--- src/rtl/pirq_pkg.sv ---
package pirq_pkg;
  localparam int unsigned ADDR_W = 5;

  localparam logic [ADDR_W-1:0] A_SEL0     = 5'h00;
  localparam logic [ADDR_W-1:0] A_MODE     = 5'h08;
  localparam logic [ADDR_W-1:0] A_ENA      = 5'h09;
  localparam logic [ADDR_W-1:0] A_ENA_SET  = 5'h0A;
  localparam logic [ADDR_W-1:0] A_ENA_CLR  = 5'h0B;
  localparam logic [ADDR_W-1:0] A_ENB      = 5'h0C;
  localparam logic [ADDR_W-1:0] A_ENB_SET  = 5'h0D;
  localparam logic [ADDR_W-1:0] A_ENB_CLR  = 5'h0E;
  localparam logic [ADDR_W-1:0] A_RISE     = 5'h0F;
  localparam logic [ADDR_W-1:0] A_FALL     = 5'h10;
  localparam logic [ADDR_W-1:0] A_RISE_SET = 5'h11;
  localparam logic [ADDR_W-1:0] A_FALL_SET = 5'h12;
  localparam logic [ADDR_W-1:0] A_STAT     = 5'h13;
endpackage

--- src/rtl/pirq_channel.sv ---
module pirq_channel #(
  parameter int unsigned NUM_PINS = 32,
  parameter int unsigned SEL_W    = $clog2(NUM_PINS)
) (
  input  logic                clk_i,
  input  logic                rst_ni,
  input  logic [NUM_PINS-1:0] pins_i,
  input  logic [SEL_W-1:0]    sel_i,
  output logic                lvl_o,
  output logic                rise_o,
  output logic                fall_o
);
  logic pin_sel;
  logic meta_q, sync_q, dly_q;

  // mux ahead of the synchroniser: three flops per channel, not per pin
  always_comb begin
    pin_sel = 1'b0;
    if (32'(sel_i) < NUM_PINS) pin_sel = pins_i[sel_i];
  end

  always_ff @(posedge clk_i or negedge rst_ni) begin
    if (!rst_ni) begin
      meta_q <= 1'b0;
      sync_q <= 1'b0;
      dly_q  <= 1'b0;
    end else begin
      meta_q <= pin_sel;
      sync_q <= meta_q;
      dly_q  <= sync_q;
    end
  end

  assign lvl_o  = sync_q;
  assign rise_o = sync_q & ~dly_q;
  assign fall_o = ~sync_q & dly_q;


  rise_once_chk: assert property (@(posedge clk_i) disable iff (!rst_ni)
    rise_o |=> !rise_o);

  fall_once_chk: assert property (@(posedge clk_i) disable iff (!rst_ni)
    fall_o |=> !fall_o);
endmodule

--- src/rtl/pirq_regs.sv ---
module pirq_regs
  import pirq_pkg::*;
#(
  parameter int unsigned NUM_CH = 8,
  parameter int unsigned SEL_W  = 5,
  parameter int unsigned DW     = 32
) (
  input  logic                         clk_i,
  input  logic                         rst_ni,
  input  logic                         we_i,
  input  logic [ADDR_W-1:0]            addr_i,
  input  logic [DW-1:0]                wdata_i,
  input  logic [NUM_CH-1:0]            lvl_i,
  input  logic [NUM_CH-1:0]            rise_pulse_i,
  input  logic [NUM_CH-1:0]            fall_pulse_i,
  output logic [NUM_CH-1:0][SEL_W-1:0] sel_o,
  output logic [DW-1:0]                rdata_o,
  output logic [NUM_CH-1:0]            irq_o
);
  logic [NUM_CH-1:0][SEL_W-1:0] sel_q;
  logic [NUM_CH-1:0] mode_q, ena_q, enb_q, rise_q, fall_q;
  logic [NUM_CH-1:0] ena_d, enb_d, rise_d, fall_d, wb, edge_req, lvl_req;
  logic unused_wdata;

  assign wb = wdata_i[NUM_CH-1:0];
  assign unused_wdata = ^wdata_i[DW-1:NUM_CH];

  function automatic logic hit(input logic [ADDR_W-1:0] a);
    return we_i && (addr_i == a);
  endfunction

  always_comb begin
    ena_d = ena_q;
    if (hit(A_ENA_SET)) ena_d = ena_d | wb;
    if (hit(A_ENA_CLR)) ena_d = ena_d & ~wb;
    enb_d = enb_q;
    if (hit(A_ENB_SET)) enb_d = enb_d | wb;
    if (hit(A_ENB_CLR)) enb_d = enb_d & ~wb;

    rise_d = rise_q;
    fall_d = fall_q;
    if (hit(A_RISE))     rise_d = rise_d & ~wb;
    if (hit(A_FALL))     fall_d = fall_d & ~wb;
    if (hit(A_RISE_SET)) rise_d = rise_d | wb;
    if (hit(A_FALL_SET)) fall_d = fall_d | wb;
    if (hit(A_STAT)) begin
      rise_d = rise_d & ~(wb & ~mode_q);
      fall_d = fall_d & ~(wb & ~mode_q);
    end
    // a new edge outranks any clear in the same cycle
    rise_d = rise_d | rise_pulse_i;
    fall_d = fall_d | fall_pulse_i;
  end

  always_ff @(posedge clk_i or negedge rst_ni) begin
    if (!rst_ni) begin
      sel_q  <= '0;
      mode_q <= '0;
      ena_q  <= '0;
      enb_q  <= '0;
      rise_q <= '0;
      fall_q <= '0;
    end else begin
      for (int i = 0; i < NUM_CH; i++)
        if (hit(A_SEL0 + ADDR_W'(i))) sel_q[i] <= wdata_i[SEL_W-1:0];
      if (hit(A_MODE)) mode_q <= wb;
      ena_q  <= ena_d;
      enb_q  <= enb_d;
      rise_q <= rise_d;
      fall_q <= fall_d;
    end
  end

  assign edge_req = (rise_q & ena_q) | (fall_q & enb_q);
  assign lvl_req  = ena_q & ~(lvl_i ^ enb_q);
  assign irq_o    = (mode_q & lvl_req) | (~mode_q & edge_req);
  assign sel_o    = sel_q;

  always_comb begin
    rdata_o = '0;
    case (addr_i)
      A_MODE: rdata_o[NUM_CH-1:0] = mode_q;
      A_ENA:  rdata_o[NUM_CH-1:0] = ena_q;
      A_ENB:  rdata_o[NUM_CH-1:0] = enb_q;
      A_RISE: rdata_o[NUM_CH-1:0] = rise_q;
      A_FALL: rdata_o[NUM_CH-1:0] = fall_q;
      A_STAT: rdata_o[NUM_CH-1:0] = irq_o;
      default: ;
    endcase
    for (int i = 0; i < NUM_CH; i++)
      if (addr_i == A_SEL0 + ADDR_W'(i)) rdata_o[SEL_W-1:0] = sel_q[i];
  end


  edge_keep_chk: assert property (@(posedge clk_i) disable iff (!rst_ni)
    (|rise_pulse_i) |=> ((rise_q & $past(rise_pulse_i)) == $past(rise_pulse_i)));

  ena_set_chk: assert property (@(posedge clk_i) disable iff (!rst_ni)
    (we_i && addr_i == A_ENA_SET) |=> ((ena_q & $past(wb)) == $past(wb)));

  ena_clr_chk: assert property (@(posedge clk_i) disable iff (!rst_ni)
    (we_i && addr_i == A_ENA_CLR) |=> ((ena_q & $past(wb)) == '0));

  lvl_off_chk: assert property (@(posedge clk_i) disable iff (!rst_ni)
    (irq_o & mode_q & ~ena_q) == '0);

  stat_clr_chk: assert property (@(posedge clk_i) disable iff (!rst_ni)
    (we_i && addr_i == A_STAT && rise_pulse_i == '0)
      |=> ((rise_q & $past(wb & ~mode_q)) == '0));
endmodule

--- src/rtl/pin_irq_engine.sv ---
module pin_irq_engine
  import pirq_pkg::*;
#(
  parameter int unsigned NUM_PINS = 32,
  parameter int unsigned NUM_CH   = 8,
  parameter int unsigned DW       = 32
) (
  input  logic                clk_i,
  input  logic                rst_ni,
  input  logic [NUM_PINS-1:0] pins_i,
  input  logic                we_i,
  input  logic [ADDR_W-1:0]   addr_i,
  input  logic [DW-1:0]       wdata_i,
  output logic [DW-1:0]       rdata_o,
  output logic [NUM_CH-1:0]   irq_o
);
  localparam int unsigned SEL_W = $clog2(NUM_PINS);

  logic [NUM_CH-1:0][SEL_W-1:0] sel;
  logic [NUM_CH-1:0] lvl, rise, fall;

  for (genvar c = 0; c < NUM_CH; c++) begin : g_ch
    pirq_channel #(.NUM_PINS(NUM_PINS), .SEL_W(SEL_W)) i_ch (
      .clk_i (clk_i),
      .rst_ni(rst_ni),
      .pins_i(pins_i),
      .sel_i (sel[c]),
      .lvl_o (lvl[c]),
      .rise_o(rise[c]),
      .fall_o(fall[c])
    );
  end

  pirq_regs #(.NUM_CH(NUM_CH), .SEL_W(SEL_W), .DW(DW)) i_regs (
    .clk_i       (clk_i),
    .rst_ni      (rst_ni),
    .we_i        (we_i),
    .addr_i      (addr_i),
    .wdata_i     (wdata_i),
    .lvl_i       (lvl),
    .rise_pulse_i(rise),
    .fall_pulse_i(fall),
    .sel_o       (sel),
    .rdata_o     (rdata_o),
    .irq_o       (irq_o)
  );
endmodule

--- config.mk ---
export PLATFORM = sky130hd
export DESIGN_NAME = pin_irq_engine
export DESIGN_NICKNAME = d
export VERILOG_FILES = /design/src/rtl/pirq_pkg.sv /design/src/rtl/pirq_channel.sv /design/src/rtl/pirq_regs.sv /design/src/rtl/pin_irq_engine.sv
export SDC_FILE = /design/constraint.sdc
export NUM_CORES = 1
export LEC_CHECK = 0
export BUFFER_PORTS_ARGS = -buffer_cell sky130_fd_sc_hd__buf_2
export CORE_MARGIN = 2
export CORE_UTILIZATION = 45
export DETAILED_ROUTE_END_ITERATION = 7
export GPL_ROUTABILITY_DRIVEN = 0
export PLACE_DENSITY_LB_ADDON = 0.08
export SLEW_MARGIN = 20
export SYNTH_ARGS = -nofsm -noshare
export SYNTH_HDL_FRONTEND = slang
export SYNTH_SLANG_ARGS = --single-unit
--- constraint.sdc ---
create_clock -name clk_i -period 1.81 [get_ports clk_i]
set_clock_uncertainty 0.05 [all_clocks]
set_input_delay 0.0905 -clock clk_i [delete_from_list [all_inputs] [get_ports clk_i]]
set_output_delay 0.0905 -clock clk_i [all_outputs]
set_load 0.05 [all_outputs]
==> reports/qor.txt, run 1 <==
status = finished with violations
failing checks = setup timing
Mean Syn Cell Area = 11.5 um^2
final hold viol count = 0
fin cells = 1048
Worst Path Arrival = 1.99 ns
GR Layer Usage met1 = 38.1%
Starting Density = 45.4%
Top Ports = 112
diode count = 0
Longest Clk Path Bufs = 2
Critical Path End Type = output pin
CTS tree = done
detailed router's first-iteration violation count = 538
synthesized area = 7450 um^2
met3 Usage GRT = 4.90%
placed cell count = 994
GRT Total Usage = 29.4%
min Tclk post-route = 2.13 ns
Cell Pwr Density = 984 nW/um^2
Root Buffer = clkbuf_16
Req. time, crit path = 1.67 ns
Max Fclk = 469 MHz
Worst R2R Start = i_regs.sel_o[35]
Post-Route WL = 25.2 mm
global-route wire length before repair = 39.5 mm
register area share after synthesis = 34.9%
Global Route met2 Usage = 48.8%
slew margin rel. = 33.1%
Final HPWL DP = 18.7 mm
Post-synth EDFFs = 0
DRC = 0
#FFs+latches synth = 104
critical path type = reg2out
CP Launch Type = flip-flop
RSZ-0062 raised after global routing = yes
Hold Path Class = in2reg
via count = 6618
vias in the first global route = 6864
Die Ht = 133 um
maxcap violations = 0
post-synthesis async set-or-reset flop share = 100%
gr ovfl total = 0
worst skew pair latency = 0.36 ns
ratio of cells with drive above 1 in the final layout = 51.2%
Netlist cell types = 57
Final Setup Violations = 13
# rows = 47
Final Slew Violations = 0
TritonCTS buffer count = 9
fin crit share = 118%
Fillers = 1396
Sink Count = 104
initial antenna violation count = 0
Final #Nets = 895
# port buffers = 63
largest net degree at the start of global routing = 44
H-tree Lvls = 3
crit path from = i_regs.sel_o[12]
number of routed nets with antenna violations = 0
clock transition at the registers of the reported paths = 0.07 ns
Chip Width = 133 um
die area = 17600 um^2
Design Power = 9.36 mW
Area Growth Syn to Fin = 27.6%
CP max FO = 5
Leakage = 4.01 nW
Initial DRT Pass Iterations = 5
vias per cell = 6.31
VDD IR max = 0.000477 V
min-delay src = wdata_i[1]
Core Footprint = 16400 um^2
Main synth FF type = dfrtp_1
Yosys warnings = 0
Slew @ Worst Pin = 0.995 ns
per-cell routed wire length = 24.1 um
global routing's busiest layer = met2
Final Worst Setup Slack = -0.323 ns
Mapped Cells = 647
area by class of cell:
type,instances,area [um^2],area share (%)
clock inverters,7,55.1,0.579
multi-input cells,480,4690,49.3
repair buffers,214,1580,16.6
well taps,220,275,2.89
clock buffers,9,225,2.37
inverters,14,52.6,0.552
flip-flops and latches,104,2640,27.7
critical path, cell delays in order, from the launching register on:
cell and delay (ns):
dfrtp_1 0.37, buf_4 0.15, nor2b_1 0.05, a221o_1 0.36, nand2_2 0.10, o31ai_2 0.09
buf_4 0.15, a22oi_2 0.17, buf_6 0.19
metal layers:
metal	vias up	share of wire [%]
li1	2851	-
met1	3350	40
met2	345	49
met3	72	7.2
met4	0	3.7
met5	-	0
layout by cell type (no fill, tap or decap), types with 3 or more instances in the layout:
master and instances:
buf_4 139, dfrtp_1 77, mux4_2 72, mux2_2 52, buf_2 52, a21oi_1 37
nand2_1 32, o21ai_0 30, mux2i_1 29, dfrtp_2 27, conb_1 24, nor2_1 16
buf_6 15, inv_1 14, nor3_1 13, o21ai_1 11, nand3_1 11, a221o_1 11
nand3b_1 10, nor2b_1 9, and3b_1 9, o21ai_2 9, clkbuf_16 9, o221ai_1 8
a31oi_1 8, a22o_1 7, nor3_2 5, and3_1 4, nand2b_1 4, a211oi_1 4
dlygate4sd3_1 4, nor3b_1 3, nand4_1 3, nand2_2 3, nand3_2 3, nor4_2 3
a32o_1 3, o211ai_1 3, a21oi_2 3
timing repair:
action	CTS	global route
hold buffers	4	0
gates resized for setup	75	32
setup endpoints to repair	17	17
endpoints found under the hold margin	34	0
pin swaps	16	15
buffers inserted	27	9
where the power goes:
part           internal, mW  switching (mW)
sequential             2.93           0.611
combinational          2.00            1.91
clock                 0.952           0.955
total                  5.88            3.48
through the flow:
step	utilization (%)	TNS, ns	hold WS, ns	setup WS [ns]	cell area (um^2)
6_report	58.0	-1.23	0.130	-0.323	9510
2_1_floorplan	-	-0.141	-0.255	-0.141	7650
3_3_place_gp	52.9	-4.32	0.0178	-0.244	8680
4_1_cts	57.2	-1.33	0.111	-0.330	9380
5_1_grt	58.0	-1.99	0.125	-0.381	9510
3_5_place_dp	52.9	-5.03	0.0201	-0.287	8680
worst paths after layout:
| path | end | slack [ns] | cells after the start |
|---|---|---|---|
| setup reg to reg | g_ch[7].i_ch.meta_q | -0.11 | 4 |
| min in group asynchronous | g_ch[7].i_ch.dly_q | 0.18 | 2 |
| max in group asynchronous | i_regs.sel_o[10] | 0.93 | 3 |
| setup / recovery | rdata_o[2] | -0.32 | 8 |
| hold reg to reg | g_ch[3].i_ch.lvl_o | 0.30 | 0 |
| hold / removal | flip-flop | 0.13 | 2 |
cell usage after synthesis, types with 2 or more instances:
cell | number | area share, %
xnor2_1 | 2 | 0.24
mux2i_1 | 29 | 3.9
nor2b_1 | 9 | 0.76
a32o_1 | 4 | 0.54
o211ai_1 | 3 | 0.30
a222oi_1 | 2 | 0.27
clkbuf_1 | 24 | 1.2
o221ai_1 | 8 | 0.94
nor4_1 | 2 | 0.17
nor4_2 | 3 | 0.50
nand4_1 | 3 | 0.25
nor3_2 | 3 | 0.40
a21oi_1 | 41 | 2.8
nor3_1 | 15 | 1.0
nor2_1 | 18 | 0.91
a22o_1 | 7 | 0.82
nor3b_1 | 3 | 0.30
o21ai_1 | 4 | 0.27
and3_1 | 4 | 0.34
nand2_1 | 34 | 1.7
and3b_1 | 9 | 1.1
a221o_1 | 11 | 1.5
nand3b_1 | 10 | 1.0
nand3_1 | 14 | 0.94
nand2b_1 | 5 | 0.42
a21o_1 | 2 | 0.20
o22ai_1 | 3 | 0.25
buf_4 | 30 | 3.0
a31oi_1 | 9 | 0.76
a22oi_1 | 4 | 0.40
o21ai_0 | 47 | 3.2
mux2_2 | 54 | 8.2
buf_6 | 4 | 0.60
mux4_2 | 72 | 22
buf_1 | 3 | 0.15
a2bb2oi_1 | 2 | 0.24
buf_2 | 11 | 0.74
dfrtp_1 | 104 | 35
a211oi_1 | 4 | 0.40
inv_1 | 14 | 0.71
kinds of logic after synthesis:
kind of cell	count (synthesis)	synth area share [%]
DFF	104	34.9
AOI/OAI and AO/OA	159	13.7
and+or+nand+nor	140	10.9
other	1	0.0503
buffers and inverters	86	6.43
xor gates and xnor gates	2	0.235
muxes	155	33.8
No activity file was read; power rests on OpenSTA's default activity.
==> run 2: changes to the inputs <==
--- a/config.mk
+++ b/config.mk
@@ -7,7 +7,7 @@
 export LEC_CHECK = 0
 export BUFFER_PORTS_ARGS = -buffer_cell sky130_fd_sc_hd__buf_2
 export CORE_MARGIN = 2
-export CORE_UTILIZATION = 45
+export CORE_UTILIZATION = 30
 export DETAILED_ROUTE_END_ITERATION = 7
 export GPL_ROUTABILITY_DRIVEN = 0
 export PLACE_DENSITY_LB_ADDON = 0.08
==> run 2 against run 1 <==
The run still ends with setup timing left. Combinational power grew 4%. Total power grew 4.5%. Final cell count grew 12%. Setup slack lost 0.050 ns. Non-clock buffer count grew 23.
==> reports/qor.txt, run 2 (same netlist as run 1, synthesis figures left out) <==
Final Slew Violations = 0 (unchanged)
Core Footprint = 24400 um^2 (was 16400 um^2)
Post-Route WL = 28.4 mm (was 25.2 mm)
TritonCTS buffer count = 9 (unchanged)
RSZ-0062 raised after global routing = yes (unchanged)
critical path type = reg2out (unchanged)
worst skew pair latency = 0.36 ns (about the same)
Slew @ Worst Pin = 0.612 ns (was 0.995 ns)
Longest Clk Path Bufs = 2 (unchanged)
Leakage = 4.15 nW (was 4.01 nW)
vias per cell = 5.60 (was 6.31)
WHS = 0.0773 ns (was 0.130 ns)
WP buf/inv = 1 (was 3)
Design Power = 9.78 mW (was 9.36 mW)
Max Fclk = 458 MHz (was 469 MHz)
most frequent cells in the layout = buf_4, dfrtp_1, mux4_2 (unchanged)
Req. time, crit path = 1.67 ns (about the same)
diode count = 0 (unchanged)
Top Ports = 112 (unchanged)
Core Util, Final = 40.8% (was 58.0%)
gr ovfl total = 0 (unchanged)
via count = 6584 (was 6618)
Starting Density = 30.6% (was 45.4%)
Sink Count = 104 (unchanged)
global-route wire length before repair = 43.7 mm (was 39.5 mm)
crit-path cells = nor2_1, mux2_2, and3b_1, o311a_1, a311oi_4, buf_6 (was buf_4, nor2b_1, a221o_1, nand2_2, o31ai_2, buf_4, a22oi_2, buf_6)
Die Ht = 162 um (was 133 um)
number of routed nets with antenna violations = 0 (unchanged)
Critical-path top delay cell = dfrtp_1 (unchanged)
Comb power frac = 41.7% (was 41.8%)
die area = 26100 um^2 (was 17600 um^2)
Worst Path Arrival = 2.04 ns (was 1.99 ns)
Finished Cell Area = 9940 um^2 (was 9510 um^2)
Clk pwr share = 22.2% (was 20.4%)
GRT Total Usage = 22.4% (was 29.4%)
clock transition at the registers of the reported paths = 0.08 ns (was 0.07 ns)
Final #Nets = 918 (was 895)
vias in the first global route = 6824 (was 6864)
maxcap violations = 0 (unchanged)
min Tclk post-route = 2.18 ns (was 2.13 ns)
Worst path max stage delay = 0.37 ns (about the same)
CP max FO = 2 (was 5)
Cell Pwr Density = 983 nW/um^2 (was 984 nW/um^2)
per-cell routed wire length = 24.2 um (was 24.1 um)
CP delay by family, top = compound AO/OA/AOI/OAI gates (unchanged)
Final HPWL DP = 21.2 mm (was 18.7 mm)
VDD IR max = 0.000487 V (was 0.000477 V)
Int Power = 6.23 mW (was 5.88 mW)
largest net degree at the start of global routing = 36 (was 44)
Critical Path End Type = output pin (unchanged)
final hold viol count = 0 (unchanged)
fin crit share = 121% (was 118%)
DRC = 0 (unchanged)
Hold Path Class = in2async (was in2reg)
ratio of cells with drive above 1 in the final layout = 52.9% (was 51.2%)
Initial DRT Pass Iterations = 6 (was 5)
CP Launch Type = flip-flop (unchanged)
slew margin rel. = 58.9% (was 33.1%)
NetSw = 3.55 mW (was 3.48 mW)
failing checks = setup timing (unchanged)
Root Buffer = clkbuf_16 (unchanged)
Area Growth Syn to Fin = 33.4% (was 27.6%)
Final Setup Violations = 12 (was 13)
Fin Setup TNS = -1.39 ns (was -1.23 ns)
Chip Width = 162 um (was 133 um)
# rows = 57 (was 47)
Final Worst Setup Slack = -0.373 ns (was -0.323 ns)
switching share of power = 36.3% (was 37.2%)
Seq pwr share = 36.1% (was 37.9%)
R2R setup slack = -0.10 ns (was -0.11 ns)
CTS tree = done (unchanged)
placed cell area = 9050 um^2 (was 8680 um^2)
most common cell after layout, fill and taps aside = buf_4 (unchanged)
detailed router's first-iteration violation count = 532 (was 538)
H-tree Lvls = 3 (unchanged)
status = finished with violations (unchanged)
# port buffers = 63 (unchanged)
initial antenna violation count = 0 (unchanged)
==> run 2: cell count changes in the layout (fill, tap and decap cells not counted), sizes merged <==
| cell | delta |
|---|---|
| buf | +22 |
| bufinv | +2 |
| clkbuf | +2 |
| clkinv | -2 |
| clkinvlp | +1 |
| inv | -2 |
==> run 2: metal layers <==
metal  share of wire (%)  GRT usage (%)  up-vias
li1                    -              -     2908
met4                 2.2           6.60        0
met5                   0              0        -
met1                  44           30.8     3362
met3                 5.2           2.75       42
met2                  49           37.1      272
==> run 2: final timing paths <==
| kind | from | endpoint | cells after the start |
|---|---|---|---|
| max in group asynchronous | rst_ni | i_regs.sel_o[25] | 3 |
| worst min register to register | g_ch[6].i_ch.meta_q | g_ch[6].i_ch.lvl_o | 0 |
| worst max register to register | i_regs.sel_o[10] | g_ch[2].i_ch.meta_q | 5 |
| worst min-delay path | rst_ni | g_ch[0].i_ch.dly_q | 2 |
| min in group clk_i | wdata_i[3] | flip-flop | 2 |
| worst max-delay path | i_regs.sel_o[6] | rdata_o[1] | 6 |
==> run 2: layout make-up <==
| type | instances | area [um^2] |
|---|---|---|
| Timing Repair Buffer | 237 | 1800 |
| Tap cell | 324 | 405 |
| Multi-Input combinational cell | 480 | 4730 |
| Sequential cell | 104 | 2630 |
| Clock inverter | 6 | 92.6 |
| Inverter | 14 | 52.6 |
| Clock buffer | 10 | 229 |
| Fill cell | 2412 | 14400 |
==> run 2: power by group through the flow <==
stage | clock network, mW | logic [mW] | registers, mW
floorplan | 0 | 2.52 | 3.30
global placement | 0 | 3.40 | 3.68
detailed placement | 0 | 3.45 | 3.69
CTS | 2.22 | 3.94 | 3.52
global route | 2.33 | 4.37 | 3.61
finish | 2.18 | 4.08 | 3.53
==> run 2: per-stage QoR <==
stage               std cells  worst slack [ns]
floorplan                 670            -0.141
global placement         1125            -0.340
detailed placement       1125            -0.333
CTS                      1170            -0.416
global route             1175            -0.442
finish                   1175            -0.373
==> run 2: timing repair <==
action	CTS	global route
setup endpoints to repair	17	20
setup buffers	26	6
hold endpoints to repair	110	0
pin swaps	11	14
gates resized for setup	75	34
hold buffers	4	0
==> run 3: changes to the inputs <==
==> constraint.sdc (replaced) <==
create_clock -name clk_i -period 2.5 [get_ports clk_i]
set_clock_uncertainty 0.05 [all_clocks]
set_input_delay 0.125 -clock clk_i [delete_from_list [all_inputs] [get_ports clk_i]]
set_output_delay 0.125 -clock clk_i [all_outputs]
set_load 0.05 [all_outputs]
==> run 3 against run 2 <==
The flow now finishes without violations. Setup slack gained 0.45 ns. Flip-flop and latch count is the same. Total power shrank 35%. Sequential share of layout area grew 4.3 points. Clock-buffer cell count shrank 1. Utilization shrank 5.9 points. Die area is the same. Hold slack gained 0.070 ns.
==> reports/qor.txt, run 3 (same netlist as run 1, synthesis figures left out) <==
crit-path cells = buf_4, o21ai_0, o211ai_1, a211oi_1, a31oi_1, buf_2 (was nor2_1, mux2_2, and3b_1, o311a_1, a311oi_4, buf_6)
Area Growth Syn to Fin = 14.0% (was 33.4%)
CP Launch Type = flip-flop (unchanged)
diode count = 0 (unchanged)
number of routed nets with antenna violations = 0 (unchanged)
Int Power = 3.94 mW (was 6.23 mW)
worst skew pair latency = 0.36 ns (about the same)
Chip Width = 162 um (unchanged)
Die Ht = 162 um (unchanged)
fin crit share = 97.0%
TritonCTS buffer count = 9 (unchanged)
per-cell routed wire length = 24.9 um (was 24.2 um)
Worst path max stage delay = 0.50 ns (was 0.37 ns)
Comb power frac = 33.2% (was 41.7%)
gr ovfl total = 0 (unchanged)
most common cell after layout, fill and taps aside = dfrtp_1 (was buf_4)
die area = 26100 um^2 (unchanged)
Final Worst Setup Slack = 0.0751 ns (was -0.373 ns)
GRT Total Usage = 20.5% (was 22.4%)
Critical-path top delay cell = dfrtp_1 (unchanged)
Design Power = 6.34 mW (was 9.78 mW)
Root Buffer = clkbuf_16 (unchanged)
Final HPWL DP = 19.3 mm (was 21.2 mm)
# port buffers = 63 (unchanged)
CP delay by family, top = compound AO/OA/AOI/OAI gates (unchanged)
ratio of cells with drive above 1 in the final layout = 35.9% (was 52.9%)
Leakage = 3.41 nW (was 4.15 nW)
Hold Path Class = in2reg (was in2async)
slew margin rel. = 26.4% (was 58.9%)
Max Fclk = 412 MHz
critical path type = reg2out (unchanged)
global-route wire length before repair = 40.0 mm (was 43.7 mm)
Seq pwr share = 43.4% (was 36.1%)
Post-Route WL = 25.9 mm (was 28.4 mm)
via count = 6019 (was 6584)
Req. time, crit path = 2.33 ns (was 1.67 ns)
Fillers = 2505 (was 2412)
CP max FO = 6 (was 2)
maxcap violations = 0 (unchanged)
Starting Density = 30.6% (unchanged)
Clk pwr share = 23.4% (was 22.2%)
Core Footprint = 24400 um^2 (unchanged)
Top Ports = 112 (unchanged)
Final Slew Violations = 0 (unchanged)
vias per cell = 5.78 (was 5.60)
Placement Setup Slack = 0.253 ns (was -0.333 ns)
DRC = 0 (unchanged)
Slew @ Worst Pin = 1.10 ns (was 0.612 ns)
Sink Count = 104 (unchanged)
Initial DRT Pass Iterations = 6 (unchanged)
WP buf/inv = 2 (was 1)
Critical Path End Type = output pin (unchanged)
largest net degree at the start of global routing = 47 (was 36)
H-tree Lvls = 3 (unchanged)
RSZ-0062 raised after global routing = no (was yes)
clock transition at the registers of the reported paths = 0.07 ns (was 0.08 ns)
WHS = 0.147 ns (was 0.0773 ns)
status = complete, no violations (was finished with violations)
Longest Clk Path Bufs = 2 (unchanged)
switching share of power = 38.0% (was 36.3%)
Final Setup Violations = 0 (was 12)
Core Util, Final = 34.8% (was 40.8%)
Cell Pwr Density = 747 nW/um^2 (was 983 nW/um^2)
Fin Setup TNS = 0 ns (was -1.39 ns)
vias in the first global route = 6135 (was 6824)
Worst Path Arrival = 2.25 ns (was 2.04 ns)
final hold viol count = 0 (unchanged)
detailed router's first-iteration violation count = 533 (was 532)
min Tclk post-route = 2.42 ns
Final #Nets = 785 (was 918)
# rows = 57 (unchanged)
initial antenna violation count = 0 (unchanged)
VDD IR max = 0.000391 V (was 0.000487 V)
CTS tree = done (unchanged)
NetSw = 2.41 mW (was 3.55 mW)
most frequent cells in the layout = dfrtp_1, mux4_2, buf_2 (was buf_4, dfrtp_1, mux4_2)
run 3: changes by cell type in the layout (fill, tap and decap cells not counted), moves of 3 or more:
cell	change
o21ai_2	-13
dfrtp_1	+18
buf_4	-123
buf_6	-14
buf_12	-5
o21ai_0	+15
a21oi_1	+4
dfrtp_2	-19
nand3_2	-3
nand3_1	+3
a31oi_1	+3
a21oi_2	-3
buf_2	+12
run 3: final cells by class:
| cell class | instances | area, um^2 | area share (%) |
|---|---|---|---|
| Tap cell | 324 | 405 | 4.77 |
| Clock buffer | 9 | 225 | 2.65 |
| Inverter | 14 | 52.6 | 0.619 |
| Multi-Input combinational cell | 480 | 4480 | 52.7 |
| Sequential cell | 104 | 2610 | 30.7 |
| Timing Repair Buffer | 104 | 648 | 7.63 |
| Clock inverter | 7 | 75.1 | 0.884 |
run 3: layer usage:
layer  wire, um  track usage (%)  vias to the layer above
li1           -                -                     2624
met1      11400             28.3                     3107
met2      12400             33.3                      257
met3       1650             3.85                       31
met4        453             5.55                        0
met5          0                0                        -
run 3: power groups by stage:
stage                     sequential [mW]  combinational (mW)  clock, mW
after floorplan                      2.39                1.78          0
after global placement               2.76                2.07          0
after detailed placement             2.78                2.11          0
after CTS                            2.75                2.12       1.53
after global routing                 2.84                2.26       1.60
final                                2.76                2.10       1.48
run 3: path summary, 6_finish.rpt:
check	depth (start not counted)	end	start	slack (ns)
worst max-delay path	6	rdata_o[0]	i_regs.sel_o[0]	0.08
worst min-delay path	2	flip-flop	wdata_i[1]	0.15
max in group asynchronous	3	i_regs.sel_o[5]	rst_ni	1.39
min in group asynchronous	2	i_regs.mode_q[5]	rst_ni	0.27
worst min register to register	0	g_ch[7].i_ch.lvl_o	g_ch[7].i_ch.meta_q	0.30
worst max register to register	4	g_ch[6].i_ch.meta_q	i_regs.sel_o[30]	0.31
run 3: through the flow:
stage / std cells / area [um^2]
after detailed placement: 1022 / 8150
final: 1042 / 8500
after global placement: 1022 / 8150
after floorplan: 670 / 7560
after global routing: 1042 / 8500
after CTS: 1042 / 8490
run 3: timing repair:
| item | in CTS | in global routing |
|---|---|---|
| buffers inserted | 0 | 0 |
| hold buffers | 4 | 0 |
| gates resized for setup | 3 | 3 |
| endpoints found under the setup margin | 1 | 1 |
| endpoints found under the hold margin | 50 | 0 |
